**src/rtl/bscan_pkg.sv**
```systemverilog
package bscan_pkg;

  typedef struct packed {
    logic shiftEn;
    logic captureEn;
    logic updateEn;
    logic useScan;
    logic forceOff;
  } bscanStrobes_t;

endpackage

```
**src/rtl/bscan_ctrl.sv**
```systemverilog
module bscan_ctrl
  import bscan_pkg::*;
(
  input  logic          shiftDr,
  input  logic          captureDr,
  input  logic          updateDr,
  input  logic          extest,
  input  logic          progMode,
  input  logic          highZ,
  input  logic          testOeN,
  output bscanStrobes_t strb
);

  // Shift takes priority over capture
  always_comb begin
    strb.shiftEn   = shiftDr;
    strb.captureEn = captureDr & ~shiftDr;
    strb.updateEn  = updateDr;
    strb.useScan   = extest | progMode;
    strb.forceOff  = highZ | ~testOeN;
  end

endmodule

```
**src/rtl/bscan_datapath.sv**
```systemverilog
module bscan_datapath
  import bscan_pkg::*;
#(
  parameter int NUM_BIDIR = 4,
  parameter int NUM_INPUT = 2
) (
  input  logic                 tck,
  input  logic                 rstN,
  input  bscanStrobes_t        strb,
  input  logic                 scanIn,
  input  logic [NUM_BIDIR-1:0] coreOut,
  input  logic [NUM_BIDIR-1:0] coreOe,
  input  logic [NUM_BIDIR-1:0] padIn,
  input  logic [NUM_INPUT-1:0] inPin,
  output logic                 scanOut,
  output logic [NUM_BIDIR-1:0] padOut,
  output logic [NUM_BIDIR-1:0] padOe
);

  localparam int BIDIR_LEN = 3 * NUM_BIDIR;
  localparam int CHAIN_LEN = BIDIR_LEN + NUM_INPUT;

  logic [CHAIN_LEN-1:0] chainQ;
  logic [CHAIN_LEN-1:0] captureSrc;
  logic [CHAIN_LEN-1:0] chainNext;
  logic [NUM_BIDIR-1:0] updData;
  logic [NUM_BIDIR-1:0] updOe;
  logic [NUM_BIDIR-1:0] scanData;
  logic [NUM_BIDIR-1:0] scanOe;

  // Per-pin stage mapping: data, enable, pad sample
  for (genvar i = 0; i < NUM_BIDIR; i++) begin : g_bidir
    assign captureSrc[3*i]     = coreOut[i];
    assign captureSrc[3*i + 1] = coreOe[i];
    assign captureSrc[3*i + 2] = padIn[i];
    assign scanData[i]         = chainQ[3*i];
    assign scanOe[i]           = chainQ[3*i + 1];
  end

  // Input-only cells: a single stage, no update register
  for (genvar j = 0; j < NUM_INPUT; j++) begin : g_input
    assign captureSrc[BIDIR_LEN + j] = inPin[j];
  end

  always_comb begin
    if (strb.shiftEn)
      chainNext = {chainQ[CHAIN_LEN-2:0], scanIn};
    else if (strb.captureEn)
      chainNext = captureSrc;
    else
      chainNext = chainQ;
  end

  always_ff @(posedge tck or negedge rstN) begin
    if (!rstN) chainQ <= '0;
    else       chainQ <= chainNext;
  end

  // Update registers
  always_ff @(posedge tck or negedge rstN) begin
    if (!rstN) begin
      updData <= '0;
      updOe   <= '0;
    end else if (strb.updateEn) begin
      updData <= scanData;
      updOe   <= scanOe;
    end
  end

  // Scan output retimed on the falling edge
  always_ff @(negedge tck or negedge rstN) begin
    if (!rstN) scanOut <= 1'b0;
    else       scanOut <= chainQ[CHAIN_LEN-1];
  end

  // Pad drive selection
  always_comb begin
    for (int i = 0; i < NUM_BIDIR; i++) begin
      padOut[i] = strb.useScan ? updData[i] : coreOut[i];
      padOe[i]  = (strb.useScan ? updOe[i] : coreOe[i]) & ~strb.forceOff;
    end
  end

  AST_SHIFT_ENTRY: assert property (@(posedge tck) disable iff (!rstN)
    strb.shiftEn |=> chainQ[0] == $past(scanIn));

  AST_UPDATE_HOLD: assert property (@(posedge tck) disable iff (!rstN)
    !strb.updateEn |=> $stable(updData) && $stable(updOe));

  AST_SCANOUT_RETIMED: assert property (@(posedge tck) disable iff (!rstN)
    scanOut == chainQ[CHAIN_LEN-1]);

endmodule

```
**src/rtl/bscan_pin_chain.sv**
```systemverilog
module bscan_pin_chain
  import bscan_pkg::*;
#(
  parameter int NUM_BIDIR = 4,
  parameter int NUM_INPUT = 2
) (
  input  logic                 tck,
  input  logic                 rstN,
  input  logic                 shiftDr,
  input  logic                 captureDr,
  input  logic                 updateDr,
  input  logic                 extest,
  input  logic                 progMode,
  input  logic                 highZ,
  input  logic                 testOeN,
  input  logic                 scanIn,
  output logic                 scanOut,
  input  logic [NUM_BIDIR-1:0] coreOut,
  input  logic [NUM_BIDIR-1:0] coreOe,
  input  logic [NUM_BIDIR-1:0] padIn,
  input  logic [NUM_INPUT-1:0] inPin,
  output logic [NUM_BIDIR-1:0] padOut,
  output logic [NUM_BIDIR-1:0] padOe
);

  bscanStrobes_t strb;

  bscan_ctrl u_ctrl (
    .shiftDr  (shiftDr),
    .captureDr(captureDr),
    .updateDr (updateDr),
    .extest   (extest),
    .progMode (progMode),
    .highZ    (highZ),
    .testOeN  (testOeN),
    .strb     (strb)
  );

  bscan_datapath #(
    .NUM_BIDIR(NUM_BIDIR),
    .NUM_INPUT(NUM_INPUT)
  ) u_dp (
    .tck       (tck),
    .rstN      (rstN),
    .strb      (strb),
    .scanIn    (scanIn),
    .coreOut   (coreOut),
    .coreOe    (coreOe),
    .padIn     (padIn),
    .inPin     (inPin),
    .scanOut   (scanOut),
    .padOut    (padOut),
    .padOe     (padOe)
  );

  AST_HIGHZ_OFF: assert property (@(posedge tck) disable iff (!rstN)
    highZ |-> padOe == '0);

  AST_TOE_OFF: assert property (@(posedge tck) disable iff (!rstN)
    !testOeN |-> padOe == '0);

  AST_NORMAL_PASS: assert property (@(posedge tck) disable iff (!rstN)
    (!extest && !progMode && !highZ && testOeN) |->
      (padOut == coreOut && padOe == coreOe));

endmodule

```
**config.mk**
```make
export PLATFORM = sky130hd
export DESIGN_NAME = bscan_pin_chain
export DESIGN_NICKNAME = d
export VERILOG_FILES = /design/src/rtl/bscan_pkg.sv /design/src/rtl/bscan_ctrl.sv /design/src/rtl/bscan_datapath.sv /design/src/rtl/bscan_pin_chain.sv
export SDC_FILE = /design/constraint.sdc
export NUM_CORES = 1
export LEC_CHECK = 0
export BUFFER_PORTS_ARGS = -buffer_cell sky130_fd_sc_hd__buf_4
export CORE_UTILIZATION = 50
export DETAILED_ROUTE_END_ITERATION = 7
export PLACE_DENSITY = 0.78
export RECOVER_POWER = 100
export SYNTH_ARGS = -nofsm -noshare
export SYNTH_HDL_FRONTEND = slang
export SYNTH_SLANG_ARGS = --single-unit
```
**constraint.sdc**
```tcl
create_clock -name tck -period 0.8 [get_ports tck]
set_input_delay 0.04 -clock tck [delete_from_list [all_inputs] [get_ports tck]]
set_output_delay 0.04 -clock tck [all_outputs]
set_load 0.1 [all_outputs]
```
==> results.toml, run 1 <==
[cts]
cts_tree = "built"
clock_latency_ps = 310
clkTransAtPathRegs_ps = 120
ctsLongestPathBuffers = 2
numCtsBuffers = 3
cts-root-buf = "clkbuf_4"
cts_sinks = 23
h-tree-depth = 1

[setup_path]
crit_chain = "buf_12"
rr_startpoint = "u_dp.chainQ[13]"
arrival_ps = 1330
crit_path_top_delay_cell = "dfrtn_1"
critPathTopFamily = "flip-flops"
cpPeakStageDelay_ps = 440
criticalPathCategory = "flip-flop to output pin"
worstPathMaxFanout = 1
endpoint_kind = "output pin"
crit_path_start = "u_dp.scanOut"
reg2reg_depth = 0
cp.buffers_inverters = 1
cp.required_ps = 760
worstSetupPathDepth = 1
start_kind = "flip-flop"

[yosys]
synth_mux_area_share_pct = 25.0
synth-compound-area-share_pct = 10.0
yosys.area.top_type_share_pct = 50.0
ys.flop_type = "dfrtp_1"
synth_simple_gate_area_share_pct = 8.86
syn_area_um2 = 1100
ys_async_sr_fraction_pct = 100
synth_top_family_by_area = "multiplexers"
synth_edf_count = 0
ys_seq_area_share_pct = 52.3
synth.most_common_cell = "dfrtp_1"
synth_area_leaders = "dfrtp_1, mux2i_1, mux2_2"
yosys.area.top_type = "dfrtp_1"
synth-seq-cells = 23
yosysUniqueCellTypes = 13
yosys.area_share.adder_pct = 0
synth_common_cells = "dfrtp_1, o21ai_0, mux2i_1, nand2_1, mux2_2"
synth-xor-area-share_pct = 0
synth_nets = 121
postSynthCellCount = 97
yosys_warnings = 0
avgSynthCellArea_um2 = 11.4

[finish]
final_nets = 165
fin_cells = 167
final_area_um2 = 1650
area_delta_synth_final_pct = 50.0
antenna-diode-count = 0
fillers = 123
drive_gt1_share_pct = 49.3

[power]
peakVddDrop_mv = 1.71
p_leak_nw = 0.770
p_per_area_nw_per_um2 = 1940

[place]
dpl-instance-area_um2 = 1460
place_congestion = 0.731
dp_cells = 158
io_buffer_count = 32
hpwlAfterDp_um = 1560
dp_slack_ps = -291

[worst_hold_path]
hold-path-cell-count = 3
min_from = "inPin[1]"
hold_class = "primary input to flip-flop"

[global_route]
overflow = 0
antenna_found_initial = 0
gr-usage-all-layers_pct = 23.5
grt_max_degree = 29
grt_pass1_vias = 890
grt_pass1_wl_um = 4140

[timing]
fin_worst_skew_ps = 5.40
maxSlewViolCount = 0
relSlewSlack_pct = 70.0
hold_violations = 0
tightest_slew_ps = 449
worst_slack_ps = -571
rsz0062_at_grt = "yes"
finalSetupViolations = 15

[floorplanning]
rows = 16
die_area_um2 = 2390
ios = 33
die_w_um = 48.9
fp.coreArea_um2 = 2020
die_height_um = 48.9
initial_core_util_pct = 54.5

[drt]
vias = 915
totalWireLength_um = 2690
wire_per_inst_um = 16.1
ant_nets = 0
drc = 0
via_per_inst = 5.48
drt-initial-drc-count = 8
drt-pass1-iter-count = 4

[run_status]
status = "finished, violations left"
violations = "negative setup slack"

[flow_run]
maxCapViolCount = 0
==> placed cells by master, fill, tap and decap left out, drive strengths merged <==
master,n
mux2i,14
dfrtp,22
dfrtn,1
or3b,4
nor2,1
o21ai,18
clkbuf,5
a21oi,4
nand2,14
mux2,12
nand2b,1
buf,42
dlygate4sd3,2
==> where the power goes <==
group | internal (mW) | switching (mW)
logic | 0.548 | 0.673
registers | 1.33 | 0.115
clock network | 0.195 | 0.349
==> timing repair <==
action	in CTS	in global routing
setup endpoints to repair	11	17
pin swaps	1	1
buffers inserted	1	2
hold buffers	2	0
gates resized for setup	31	7
endpoints found under the hold margin	24	0
==> through the flow <==
step	total power [mW]	util [%]	setup TNS (ps)	hold slack, ps
4_1_cts	3.16	80.5	-3970	7.44
3_3_place_gp	2.41	72.0	-2240	-142
3_5_place_dp	2.43	72.0	-2370	-138
6_report	3.20	81.7	-4300	10.1
2_1_floorplan	2.15	-	-2020	-256
5_1_grt	3.35	81.7	-5570	18.6
==> cell type report <==
| type | count | area [µm²] | area share (%) |
|---|---|---|---|
| multi-input cells | 68 | 561 | 33.9 |
| well taps | 27 | 33.8 | 2.05 |
| clock buffers | 4 | 26.3 | 1.59 |
| repair buffers | 45 | 455 | 27.6 |
| flip-flops and latches | 23 | 576 | 34.8 |
==> logic make-up after synthesis <==
kind of cell | Yosys count
compound gates | 22
buf+inv | 6
flops | 23
mux | 26
simple gates | 20
==> tightest hold or removal path: stages <==
cell	delay [ps]
buf_4	80
mux2i_1	60
o21ai_1	120
==> path summary, 6_finish.rpt <==
kind / slack (ps) / endpoint
max: -570 / scanOut
min: 10 / u_dp.chainQ[13]
max reg2reg: -150 / u_dp.scanOut
min reg2reg: 510 / u_dp.chainQ[12]
max in group asynchronous: 0 / u_dp.scanOut
min in group asynchronous: 170 / u_dp.updData[3]
==> per-layer routing <==
layer / GRT usage, % / up-vias / routed length (µm)
met5: 0 / - / 0
met4: 11.8 / 0 / 68
met3: 4.36 / 7 / 107
met2: 38.0 / 28 / 1380
met1: 30.3 / 454 / 1140
li1: - / 426 / -
==> flip-flops by register name, indices dropped and copies added (netlist names) <==
name,count
u_dp.chainQ,14
u_dp.scanOut,1
u_dp.updData,4
u_dp.updOe,4
Note: power is estimated with default switching activity, not from simulation.
==> run 2, diff against run 1 <==
Settings changed: ABC_AREA set to 1, PLACE_DENSITY 0.78 to 0.76.
==> run 2 against run 1 <==
Net effect:
- the flow still finishes with violations (negative setup slack)
- sequential share of layout area shrank 3.3 points
- combinational power barely moved
- first-iteration DRC count increased to 3.1 times the previous value
- power is 1.4% lower
- critical path depth is the same
- global-route usage is 1.2 points lower
- register-to-register slack is essentially flat
- largest cell class unchanged
==> results.toml, run 2 <==
[timing]
tightest_slew_ps = 341
rsz0062_at_grt = "yes"
worst_slack_ps = -565
finalSetupViolations = 11
hold_violations = 0
relSlewSlack_pct = 77.2
final.setup.tns_ps = -2990
maxSlewViolCount = 0
fin_worst_skew_ps = 5.09

[global_route]
overflow = 0
grt_max_degree = 17
grt_pass1_vias = 1012
gr-usage-all-layers_pct = 22.3
antenna_found_initial = 0
grt_pass1_wl_um = 4300

[flow_run]
maxCapViolCount = 0

[cts]
clkTransAtPathRegs_ps = 120
numCtsBuffers = 3
cts_tree = "built"
clock_latency_ps = 300
cts_sinks = 23
h-tree-depth = 1
ctsLongestPathBuffers = 2
cts-root-buf = "clkbuf_4"

[setup_path]
crit_path_start = "u_dp.scanOut"
endpoint_kind = "output pin"
arrival_ps = 1320
critPathTopFamily = "flip-flops"
cpPeakStageDelay_ps = 450
cp.required_ps = 760
start_kind = "flip-flop"
crit_chain = "buf_12"
rr_startpoint = "u_dp.chainQ[13]"
crit_path_top_delay_cell = "dfrtn_1"
worstPathMaxFanout = 1
criticalPathCategory = "flip-flop to output pin"
cp.buffers_inverters = 1

[finish]
max_flop_register = "u_dp.chainQ"
largest_reg_flops = 14
reg_top3 = "u_dp.chainQ (14), u_dp.updData (4), u_dp.updOe (4)"
fillers = 159
antenna-diode-count = 0
multi_input_area_um2 = 576
fin_cells = 244
regArea_um2 = 576
final_cell_mix = "nand2_1, buf_4, inv_1"
final_nets = 241
drive_gt1_share_pct = 31.9
final_common_cell = "nand2_1"
area_delta_synth_final_pct = 47.8

[drt]
wire_per_inst_um = 11.7
drt-initial-drc-count = 25
via_per_inst = 4.90
ant_nets = 0
drc = 0
drt-pass1-iter-count = 4
totalWireLength_um = 2850
vias = 1196

[yosys]
yosys.area.top_type_share_pct = 44.7
postSynthCellCount = 173
ys_seq_area_share_pct = 46.7
synth-seq-cells = 23
synth_nets = 197
yosysUniqueCellTypes = 15
synth_top_family_by_area = "simple AND/OR/NAND/NOR gates"
avgSynthCellArea_um2 = 7.12
yosys.area_share.adder_pct = 0
synth_area_leaders = "dfrtp_1, nand2_1, inv_1"
synth_edf_count = 0
synth_simple_gate_area_share_pct = 33.5
ys.flop_type = "dfrtp_1"
synth_common_cells = "nand2_1, inv_1, dfrtp_1, nand3_1, nor2_1"
synth.most_common_cell = "nand2_1"
yosys_warnings = 0
synth-compound-area-share_pct = 4.87
synth-xor-area-share_pct = 0
ys_async_sr_fraction_pct = 100
syn_area_um2 = 1230
yosys.area.top_type = "dfrtp_1"
synth_mux_area_share_pct = 0

[power]
pwr-share-comb_pct = 39.2
p_switching_mw = 1.16
p_int_mw = 2.00
p_leak_nw = 0.961
clockPowerShare_pct = 16.5
seqPwrFrac_pct = 44.3
p_per_area_nw_per_um2 = 1730
peakVddDrop_mv = 1.44
swShare_pct = 36.8

[floorplanning]
rows = 17
fp.coreArea_um2 = 2280
die_w_um = 51.6
ios = 33
initial_core_util_pct = 54.2
die_area_um2 = 2670
die_height_um = 51.6

[worst_hold_path]
min_from = "padIn[0]"
hold_class = "primary input to flip-flop"

[place]
io_buffer_count = 32
hpwlAfterDp_um = 1880
place_congestion = 0.758
dp_cells = 231

[run_status]
status = "finished, violations left"
violations = "negative setup slack"
-- run 2: kinds of logic after synthesis --
group / Yosys count
DFF: 23
AOI/OAI and AO/OA: 12
and+or+nand+nor: 100
buffers and inverters: 38
-- run 2: cell type report --
class	instances	area share, %
flip-flops and latches	23	31.6
multi-input cells	112	31.6
repair buffers	46	26.9
clock buffers	4	1.44
well taps	28	1.92
inverters	31	6.52
-- run 2: per-stage QoR --
stage | utilization [%] | cell area [µm²] | hold WS [ps] | power (mW) | setup WS (ps)
CTS | 77.8 | 1770 | 3.96 | 3.12 | -582
global placement | 70.0 | 1590 | -105 | 2.41 | -284
finish | 80.0 | 1820 | 31.2 | 3.16 | -565
global route | 80.0 | 1820 | 33.9 | 3.31 | -599
floorplan | - | 1330 | -256 | 2.16 | -589
detailed placement | 70.0 | 1590 | -101 | 2.44 | -292
-- run 2: final timing paths --
path	to	slack, ps	cells past startpoint
min reg2reg	u_dp.chainQ[7]	490	2
max in group asynchronous	u_dp.scanOut	80	2
max reg2reg	u_dp.scanOut	-140	0
max	scanOut	-560	1
min	u_dp.chainQ[2]	30	5
min in group asynchronous	u_dp.chainQ[0]	150	2
-- run 2: what timing repair did --
item | 4_1_cts | 5_1_grt
pin swaps | 3 | 0
setup buffers | 0 | 5
hold endpoints to repair | 25 | 0
setup endpoints to repair | 10 | 13
gates resized for setup | 28 | 6
hold buffers | 4 | 0
-- run 2: power by group through the flow --
stage	registers [mW]	clock network [mW]	logic [mW]
after floorplan	1.45	0	0.714
after global placement	1.41	0	1.00
after detailed placement	1.42	0	1.02
after CTS	1.40	0.544	1.18
after global routing	1.42	0.581	1.31
final	1.40	0.521	1.24
-- run 2: per-layer routing --
metal	vias to the layer above	share of wire [%]	global-route usage, %
li1	600	-	-
met1	547	43	27.0
met2	47	51	40.5
met3	2	5.1	2.63
met4	0	0.60	8.11
met5	-	0	0
==> run 3, diff against run 2 <==
Settings changed: CORE_ASPECT_RATIO set to 1.25.
==> run 3 against run 2 <==
Net effect:
- the flow still finishes with violations (negative setup slack)
- design area grew 0.96%
- setup slack lost 24 ps
- worst hold slack lost 16 ps
- sequential power is essentially flat
==> results.toml, run 3 (synthesized netlist as in run 2, its figures left out) <==
[run_status]
status = "finished, violations left"
violations = "negative setup slack"

[setup_path]
crit_path_start = "u_dp.scanOut"
endpoint_kind = "output pin"
crit_path_top_delay_cell = "dfrtn_1"
cp.required_ps = 760
worstPathMaxFanout = 1
cpPeakStageDelay_ps = 460
regToRegEndpoint = "u_dp.scanOut"
critPathTopFamily = "flip-flops"
arrival_ps = 1350
start_kind = "flip-flop"
rr_startpoint = "u_dp.chainQ[13]"
cp.buffers_inverters = 1
endpoint = "scanOut"
reg2reg_depth = 0
rrSetupSlack_ps = -160
worstSetupPathDepth = 1
crit_chain = "buf_12"
criticalPathCategory = "flip-flop to output pin"

[global_route]
gr-usage-all-layers_pct = 27.0
grt_pass1_wl_um = 5180
antenna_found_initial = 0
overflow = 0
grt_pass1_vias = 1235
grt_max_degree = 23

[floorplanning]
initial_core_util_pct = 54.6
die_height_um = 57.5
die_area_um2 = 2670
rows = 19
ios = 33
fp.coreArea_um2 = 2260
die_w_um = 46.4

[drt]
drt-pass1-iter-count = 4
wire_per_inst_um = 13.4
via_per_inst = 5.01
ant_nets = 0
totalWireLength_um = 3320
vias = 1242
drc = 0
drt-initial-drc-count = 37

[timing]
worst_slack_ps = -589
tightest_slew_ps = 327
final.setup.tns_ps = -3190
hold_violations = 0
finalSetupViolations = 11
fin_worst_skew_ps = 7.17
relSlewSlack_pct = 78.1
rsz0062_at_grt = "yes"
maxSlewViolCount = 0

[power]
peakVddDrop_mv = 1.57
p_leak_nw = 0.964
p_per_area_nw_per_um2 = 1760

[finish]
antenna-diode-count = 0
final_nets = 242
final_cell_mix = "nand2_1, buf_4, inv_1"
drive_gt1_share_pct = 32.7
final_common_cell = "nand2_1"
reg_top3 = "u_dp.chainQ (14), u_dp.updData (4), u_dp.updOe (4)"
fillers = 141
final_area_um2 = 1840
max_flop_register = "u_dp.chainQ"
area_delta_synth_final_pct = 49.2
largest_reg_flops = 14

[cts]
ctsLongestPathBuffers = 2
h-tree-depth = 1
clock_latency_ps = 320
cts-root-buf = "clkbuf_4"
cts_tree = "built"
clkTransAtPathRegs_ps = 130
numCtsBuffers = 3
cts_sinks = 23

[place]
io_buffer_count = 32
hpwlAfterDp_um = 2070
place_congestion = 0.840
dpl-instance-area_um2 = 1600

[worst_hold_path]
hold_class = "primary input to flip-flop"

[flow_run]
maxCapViolCount = 0
-- run 3: cell count changes in the layout (fill, tap and decap cells not counted), sizes merged --
cell,change
buf,-1
clkbuf,+2
-- run 3: report_power, final --
part / internal (mW) / switching, mW / leakage (nW)
logic: 0.503 / 0.773 / 0.679
registers: 1.31 / 0.101 / 0.270
clock network: 0.195 / 0.361 / 0.0150
total: 2.01 / 1.24 / 0.964
-- run 3: per-stage QoR --
step	setup slack [ps]	utilization, %	instances	hold WS, ps	power [mW]
after floorplan	-589	-	173	-256	2.16
after global placement	-298	70.7	234	41.8	2.41
after detailed placement	-294	70.7	234	48.3	2.45
after CTS	-587	79.4	244	10.6	3.17
after global routing	-603	81.4	248	47.1	3.37
final	-589	81.4	248	14.7	3.24
-- run 3: repair_timing --
action                                 in CTS  in global routing
endpoints found under the hold margin      25                  0
hold buffers                                4                  0
pin swaps                                   3                  2
gates resized for setup                    28                 11
setup buffers                               2                  4
setup endpoints to repair                  10                 18
-- run 3: area by class of cell --
| class | instances | area [µm²] | share of cell area (%) |
|---|---|---|---|
| Multi-Input combinational cell | 112 | 582 | 31.6 |
| Sequential cell | 23 | 576 | 31.3 |
| Timing Repair Buffer | 47 | 498 | 27.1 |
| Inverter | 31 | 119 | 6.46 |
| Tap cell | 31 | 38.8 | 2.11 |
| Clock buffer | 4 | 26.3 | 1.43 |
-- run 3: how the worst min path moves through the flow --
stage / start / end / slack [ps] / cells past startpoint
final: captureDr / u_dp.chainQ[13] / 10 / 3
after global routing: updateDr / u_dp.updOe[3] / 50 / 2
after CTS: updateDr / u_dp.updOe[3] / 10 / 2
after detailed placement: rstN / u_dp.chainQ[13] / 50 / 2
after global placement: rstN / u_dp.chainQ[13] / 40 / 2
after floorplan: rstN / u_dp.chainQ[0] / -260 / 0
-- run 3: per-layer routing --
layer	routed length, µm	global-route usage (%)	vias to the layer above
met5	0	0	-
met4	84	11.3	0
met3	160	3.80	11
met2	1780	46.6	51
met1	1300	32.1	579
li1	-	-	601
